## src/rtl/lvl1_irq_pkg.sv

```systemverilog
package lvl1_irq_pkg;
  localparam int WORD_BITS = 32;
  localparam int NUM_GROUPS = 4;

  typedef logic [WORD_BITS-1:0] word_t;

  // group order inside a window is part of the address map
  typedef enum logic [1:0] {
    GRP_STATUS = 2'd0,
    GRP_MSTAT  = 2'd1,
    GRP_MSET   = 2'd2,
    GRP_MCLR   = 2'd3
  } grp_e;
endpackage

```

## src/rtl/lvl1_src_capture.sv

```systemverilog
module lvl1_src_capture
  import lvl1_irq_pkg::*;
#(
  parameter int NUM_WORDS = 3
) (
  input  logic                                 clk,
  input  logic                                 rst_n,
  input  logic [NUM_WORDS*WORD_BITS-1:0]       src_i,
  output logic [NUM_WORDS-1:0][WORD_BITS-1:0]  status_q
);
  logic [NUM_WORDS-1:0][WORD_BITS-1:0] status_d;

  always_comb begin
    status_d = src_i;
  end

  always_ff @(posedge clk or negedge rst_n) begin
    if (!rst_n) status_q <= '0;
    else        status_q <= status_d;
  end
endmodule

```

## src/rtl/lvl1_reg_decode.sv

```systemverilog
module lvl1_reg_decode
  import lvl1_irq_pkg::*;
#(
  parameter int NUM_WORDS = 3,
  parameter int NUM_CPUS  = 2,
  parameter int ADDR_W    = 8,
  parameter int CPU_W     = 1,
  parameter int WSEL_W    = 2
) (
  input  logic                bus_sel,
  input  logic                bus_wr,
  input  logic [CPU_W-1:0]    bus_cpu,
  input  logic [ADDR_W-1:0]   bus_addr,
  output logic [NUM_CPUS-1:0] set_en,
  output logic [NUM_CPUS-1:0] clr_en,
  output logic                rd_en,
  output logic                rd_hit,
  output grp_e                grp,
  output logic [WSEL_W-1:0]   wsel
);
  localparam int IDX_W = ADDR_W - 2;

  logic [IDX_W-1:0] idx;
  logic             aligned;
  logic             hit;
  logic             cpu_ok;

  always_comb begin
    idx     = bus_addr[ADDR_W-1:2];
    aligned = (bus_addr[1:0] == 2'b00);
    hit     = 1'b0;
    grp     = GRP_STATUS;
    wsel    = '0;
    // linear compare against every legal register index
    for (int g = 0; g < NUM_GROUPS; g++) begin
      for (int w = 0; w < NUM_WORDS; w++) begin
        if (int'(idx) == g * NUM_WORDS + w) begin
          hit  = aligned;
          grp  = grp_e'(g[1:0]);
          wsel = w[WSEL_W-1:0];
        end
      end
    end
    cpu_ok = (int'(bus_cpu) < NUM_CPUS);
    rd_en  = bus_sel & ~bus_wr;
    rd_hit = rd_en & hit & cpu_ok;
  end

  for (genvar c = 0; c < NUM_CPUS; c++) begin : g_cpu_wr
    logic mine;
    assign mine      = bus_sel & bus_wr & hit & (bus_cpu == CPU_W'(c));
    assign set_en[c] = mine & (grp == GRP_MSET);
    assign clr_en[c] = mine & (grp == GRP_MCLR);
  end
endmodule

```

## src/rtl/lvl1_mask_bank.sv

```systemverilog
module lvl1_mask_bank
  import lvl1_irq_pkg::*;
#(
  parameter int NUM_WORDS = 3,
  parameter int WSEL_W    = 2
) (
  input  logic                                 clk,
  input  logic                                 rst_n,
  input  logic                                 set_en,
  input  logic                                 clr_en,
  input  logic [WSEL_W-1:0]                    wsel,
  input  word_t                                wdata,
  output logic [NUM_WORDS-1:0][WORD_BITS-1:0]  mask_q
);
  logic [NUM_WORDS-1:0][WORD_BITS-1:0] mask_d;
  logic                                wr_en;

  always_comb begin
    mask_d = mask_q;
    wr_en  = set_en | clr_en;
    for (int w = 0; w < NUM_WORDS; w++) begin
      if (wsel == WSEL_W'(w)) begin
        if (set_en) mask_d[w] = mask_d[w] | wdata;
        if (clr_en) mask_d[w] = mask_d[w] & ~wdata;
      end
    end
  end

  always_ff @(posedge clk or negedge rst_n) begin
    if (!rst_n)     mask_q <= '1;
    else if (wr_en) mask_q <= mask_d;
  end
endmodule

```

## src/rtl/lvl1_irq_reduce.sv

```systemverilog
module lvl1_irq_reduce
  import lvl1_irq_pkg::*;
#(
  parameter int NUM_WORDS = 3,
  parameter int NUM_CPUS  = 2
) (
  input  logic                                               clk,
  input  logic                                               rst_n,
  input  logic [NUM_WORDS-1:0][WORD_BITS-1:0]                status,
  input  logic [NUM_CPUS-1:0][NUM_WORDS-1:0][WORD_BITS-1:0]  masks,
  output logic [NUM_CPUS-1:0]                                irq_q
);
  logic [NUM_CPUS-1:0] irq_d;

  always_comb begin
    for (int c = 0; c < NUM_CPUS; c++) begin
      irq_d[c] = |(status & ~masks[c]);
    end
  end

  always_ff @(posedge clk or negedge rst_n) begin
    if (!rst_n) irq_q <= '0;
    else        irq_q <= irq_d;
  end
endmodule

```

## src/rtl/lvl1_irq_agg.sv

```systemverilog
module lvl1_irq_agg
  import lvl1_irq_pkg::*;
#(
  parameter int NUM_WORDS = 3,
  parameter int NUM_CPUS  = 2,
  parameter int ADDR_W    = 8,
  localparam int CPU_W    = (NUM_CPUS > 1) ? $clog2(NUM_CPUS) : 1,
  localparam int NUM_SRC  = NUM_WORDS * WORD_BITS
) (
  input  logic                clk,
  input  logic                rst_n,
  input  logic [NUM_SRC-1:0]  src_i,
  input  logic                bus_sel,
  input  logic                bus_wr,
  input  logic [CPU_W-1:0]    bus_cpu,
  input  logic [ADDR_W-1:0]   bus_addr,
  input  logic [31:0]         bus_wdata,
  output logic                rd_valid,
  output logic [31:0]         rd_data,
  output logic [NUM_CPUS-1:0] cpu_irq_o
);
  localparam int WSEL_W = (NUM_WORDS > 1) ? $clog2(NUM_WORDS) : 1;

  logic [NUM_WORDS-1:0][WORD_BITS-1:0]               status_w;
  logic [NUM_CPUS-1:0][NUM_WORDS-1:0][WORD_BITS-1:0] masks;
  logic [NUM_CPUS-1:0]                               set_en;
  logic [NUM_CPUS-1:0]                               clr_en;
  logic                                              rd_en;
  logic                                              rd_hit;
  grp_e                                              grp;
  logic [WSEL_W-1:0]                                 wsel;
  word_t                                             rd_data_d;

  lvl1_src_capture #(.NUM_WORDS(NUM_WORDS)) u_src (
    .clk      (clk),
    .rst_n    (rst_n),
    .src_i    (src_i),
    .status_q (status_w)
  );

  lvl1_reg_decode #(
    .NUM_WORDS (NUM_WORDS),
    .NUM_CPUS  (NUM_CPUS),
    .ADDR_W    (ADDR_W),
    .CPU_W     (CPU_W),
    .WSEL_W    (WSEL_W)
  ) u_dec (
    .bus_sel  (bus_sel),
    .bus_wr   (bus_wr),
    .bus_cpu  (bus_cpu),
    .bus_addr (bus_addr),
    .set_en   (set_en),
    .clr_en   (clr_en),
    .rd_en    (rd_en),
    .rd_hit   (rd_hit),
    .grp      (grp),
    .wsel     (wsel)
  );

  for (genvar c = 0; c < NUM_CPUS; c++) begin : g_bank
    lvl1_mask_bank #(.NUM_WORDS(NUM_WORDS), .WSEL_W(WSEL_W)) u_bank (
      .clk    (clk),
      .rst_n  (rst_n),
      .set_en (set_en[c]),
      .clr_en (clr_en[c]),
      .wsel   (wsel),
      .wdata  (bus_wdata),
      .mask_q (masks[c])
    );
  end

  lvl1_irq_reduce #(.NUM_WORDS(NUM_WORDS), .NUM_CPUS(NUM_CPUS)) u_red (
    .clk    (clk),
    .rst_n  (rst_n),
    .status (status_w),
    .masks  (masks),
    .irq_q  (cpu_irq_o)
  );

  // read mux: strobe groups and unmapped offsets read as zero
  always_comb begin
    rd_data_d = '0;
    if (rd_hit) begin
      case (grp)
        GRP_STATUS: rd_data_d = status_w[wsel];
        GRP_MSTAT:  rd_data_d = masks[bus_cpu][wsel];
        default:    rd_data_d = '0;
      endcase
    end
  end

  always_ff @(posedge clk or negedge rst_n) begin
    if (!rst_n) begin
      rd_valid <= 1'b0;
      rd_data  <= '0;
    end else begin
      rd_valid <= rd_en;
      if (rd_en) rd_data <= rd_data_d;
    end
  end
endmodule

```

## config.mk

```make
export PLATFORM = sky130hd
export DESIGN_NAME = lvl1_irq_agg
export DESIGN_NICKNAME = d
export VERILOG_FILES = /design/src/rtl/lvl1_irq_pkg.sv /design/src/rtl/lvl1_src_capture.sv /design/src/rtl/lvl1_reg_decode.sv /design/src/rtl/lvl1_mask_bank.sv /design/src/rtl/lvl1_irq_reduce.sv /design/src/rtl/lvl1_irq_agg.sv
export SDC_FILE = /design/constraint.sdc
export NUM_CORES = 1
export LEC_CHECK = 0
export BUFFER_PORTS_ARGS = -buffer_cell sky130_fd_sc_hd__buf_2
export CORE_ASPECT_RATIO = 0.5
export CORE_MARGIN = 2
export CORE_UTILIZATION = 30
export CTS_CLUSTER_SIZE = 10
export DETAILED_ROUTE_END_ITERATION = 12
export GPL_TIMING_DRIVEN = 0
export MAX_ROUTING_LAYER = met4
export PLACE_DENSITY = 0.48
export SLEW_MARGIN = 20
export SYNTH_ARGS = -nofsm -noshare
export SYNTH_HDL_FRONTEND = slang
export SYNTH_HIERARCHICAL = 1
export SYNTH_SLANG_ARGS = --single-unit
```

## constraint.sdc

```tcl
create_clock -name clk -period 2.15 [get_ports clk]
set_input_delay 0.1075 -clock clk [delete_from_list [all_inputs] [get_ports clk]]
set_output_delay 0.1075 -clock clk [all_outputs]
set_load 0.005 [all_outputs]
```

==> summary.md <==
| Metric | Value |
|---|---|
| Die area | 60600 um^2 |
| Max-Cap Viols | 0 |
| Sw Share | 0.271 |
| Initial antenna violation count | 2 |
| Pre-CTS setup slack | -1.12 ns |
| Final ANT Viol Nets | 0 |
| Synth warn | 6 |
| Critical path required time | 2.57 ns |
| Seq pwr share | 0.447 |
| Async set-reset flop share out of synthesis | 1.00 |
| Cell area after synthesis | 17600 um^2 |
| Pre-antenna DRT Iters | 5 |
| Post-synth EDFFs | 0 |
| Most area-hungry cell type in the Yosys netlist | dfstp_2 |
| Peak Freq | 428 MHz |
| Worst EP arrival | 2.75 ns |
| Final non-filler cell total | 2662 |
| Top_reg_cell synth | dfstp_2 |
| Max VDD drop | 0.000434 V |
| Critical Setup Path Class | flop to flop |
| Htree depth | 2 |
| Max-slew violation count | 0 |
| Status | finished with violations |
| Crit path capture type | flop |
| Syn Area/Cell | 11.6 um^2 |
| Sink Count | 323 |
| Setup TNS Final | -0.184 ns |
| Pin count of the biggest net entering global routing | 92 |
| WL per Instance | 31.3 um |
| DRT iter0 DRCs | 1809 |
| DP HPWL | 61800 um |
| Clk pin slew, worst setup/hold paths | 0.06 ns |
| Layout area overhead | 25.5% |
| Clk root buf | clkbuf_16 |
| Layout Nets | 2008 |
| Drt total wl | 83300 um |
| Fin crit period | 2.33 ns |
| Post-synth cell types | 56 |
| Area contributors post-synth | dfstp_2 (29%), dfrtp_1 (19%), mux2i_1 (5.5%), a2bb2oi_1 (5.2%), and4bb_1 (4.3%) |
| NetSw | 3.83 mW |
| GRT Total Usage | 0.279 |
| Register bit count reported by yosys | 323 |
| Area share of the largest cell type after synthesis | 0.287 |
| Port Buffers | 174 |
| Unrepaired setup endpoints after global routing | true |
| FP Rows | 62 |
| HP Class | input pin to asynchronous set/reset pin |
| CTS tree | yes |
| Die width | 346 um |
| Violated checks | negative setup slack |
| Final hold violation count | 0 |
| Most frequent cell after synthesis | dfstp_2 |
| Logic pwr share | 0.104 |
| Pint | 10.3 mW |
| First-pass GRT wire length | 117000 um |
| Via Count | 15700 |
| Sequential-to-total area share from yosys stat | 0.474 |
| Pwr/cell area | 641 nW/um^2 |
| CTS max path bufs | 3 |
| Post-Place Cells | 2462 |
| Number of global-route vias before repair | 15100 |
| Initial Util | 0.305 |
| Share of layout cells above drive strength 1 | 0.342 |
| Num ports | 176 |
| Final setup vio count | 1 |
| Crit-path max FO | 3 |
| DRC viols | 0 |
| Final period util | 1.09 |
| Worst slew pin tran | 0.871 ns |
| Post-synth top cells | dfstp_2 (192), inv_1 (184), dfrtp_1 (131), a2bb2oi_1 (104), mux2i_1 (96) |
| Overflow after GRT | 0 |
| Clock share of power | 0.449 |
| Post-route setup slack | -0.184 ns |
| Synth Net Count | 1658 |
| CP Launch Type | flop |
| Clk_lat worst skew | 0.57 ns |
| Core area | 57600 um^2 |
| Clock Skews | 0.0253 ns |
| DIE HEIGHT | 175 um |
| Slew headroom | 0.420 |
| Leak | 9.52 nW |
| Via/cell ratio | 5.88 |
| Routability Congestion | 1.03 |
| CTS buffer count | 39 |
| Mapped Cells | 1517 |
## cell type report
type	instances	area, um^2
antenna	2	5.00
fill	5764	35600
timing repair buffer	309	2280
clock inverter	4	35.0
clock buffer	62	1110
multi-input combinational	864	7650
sequential	323	8320
buffer	138	955
inverter	192	721
tap	768	961
## registers in the layout, summed over array words and instances, names as in the netlist
register and count:
g_bank.u_bank/mask_q 192, u_src/status_q 96, rd_data 32, u_red/irq_q 2, rd_valid 1
## power by group through the flow
stage	sequential [mW]	clock [mW]	combinational, mW
2_1_floorplan	6.36	0	0.488
3_3_place_gp	6.41	0	1.21
3_5_place_dp	6.42	0	1.23
4_1_cts	6.32	6.41	1.43
5_1_grt	6.33	6.70	1.53
6_report	6.32	6.34	1.47
## final timing paths
check,from,end,slack (ns),depth (start not counted)
worst max-delay path,g_bank[0].u_bank/mask_q[3],u_red/irq_q[0],-0.18,5
worst min-delay path,rst_n,u_src/status_q[66],0.09,2
worst max register to register,g_bank[0].u_bank/mask_q[3],u_red/irq_q[0],-0.18,5
worst min register to register,g_bank[0].u_bank/mask_q[73],g_bank[0].u_bank/mask_q[73],0.47,2
max in group asynchronous,rst_n,g_bank[0].u_bank/mask_q[18],0.76,4
min in group clk,bus_wr,rd_data[24],0.13,4
## placed cells by master (no fill, tap or decap), drive strengths merged, types with 38 or more instances in the layout
cell,Yosys,layout
and4b,64,64
o22ai,82,82
dfstp,192,192
a2bb2oi,124,124
nand4b,64,64
dfrtp,131,131
inv,188,189
nand2,38,38
buf,109,288
a32oi,64,64
and4bb,60,60
mux2i,96,96
dlygate4sd3,0,130
clkbuf,27,89
## worst max-delay path, cell delays in order, from the launching register on
cell       delay, ns
dfstp_2         0.55
nand2b_1        0.27
o2111ai_1       0.24
nor3_1          0.36
nand4_1         0.20
or4_4           0.58
## metal layers
layer  global-route usage  wire, um  up-vias  share of wire
met2                0.393     35200      815           0.42
met4               0.0728      2120        0          0.025
met3               0.0624      8380      129           0.10
li1                     -         -     6537              -
met1                0.399     37700     8176           0.45
met5                    -         0        -              0
## metrics by stage
stage | area (um^2) | power [mW] | hold WS [ns] | util
2_1_floorplan | 17600 | 6.85 | -0.188 | -
3_3_place_gp | 19400 | 7.63 | 0.215 | 0.336
3_5_place_dp | 19500 | 7.65 | 0.102 | 0.338
4_1_cts | 22000 | 14.2 | 0.0996 | 0.382
5_1_grt | 22000 | 14.6 | 0.124 | 0.382
6_report | 22000 | 14.1 | 0.0869 | 0.382
## cells by family after synthesis
logic type                share of synthesized area
AOI/OAI and AO/OA                             0.203
xor gates and xnor gates                   0.000499
buffers and inverters                        0.0946
DFF                                           0.474
muxes                                        0.0752
and+or+nand+nor                               0.153
## repair_timing
action                                 in CTS  in global routing
hold buffers                              130                  0
pin swaps                                   3                  1
endpoints found under the hold margin     353                  0
gates resized for setup                    15                  9
cloned                                      0                  0
setup endpoints to repair                  33                  6
buffers inserted                            2                  0
Note: power is estimated with default switching activity, not from simulation.
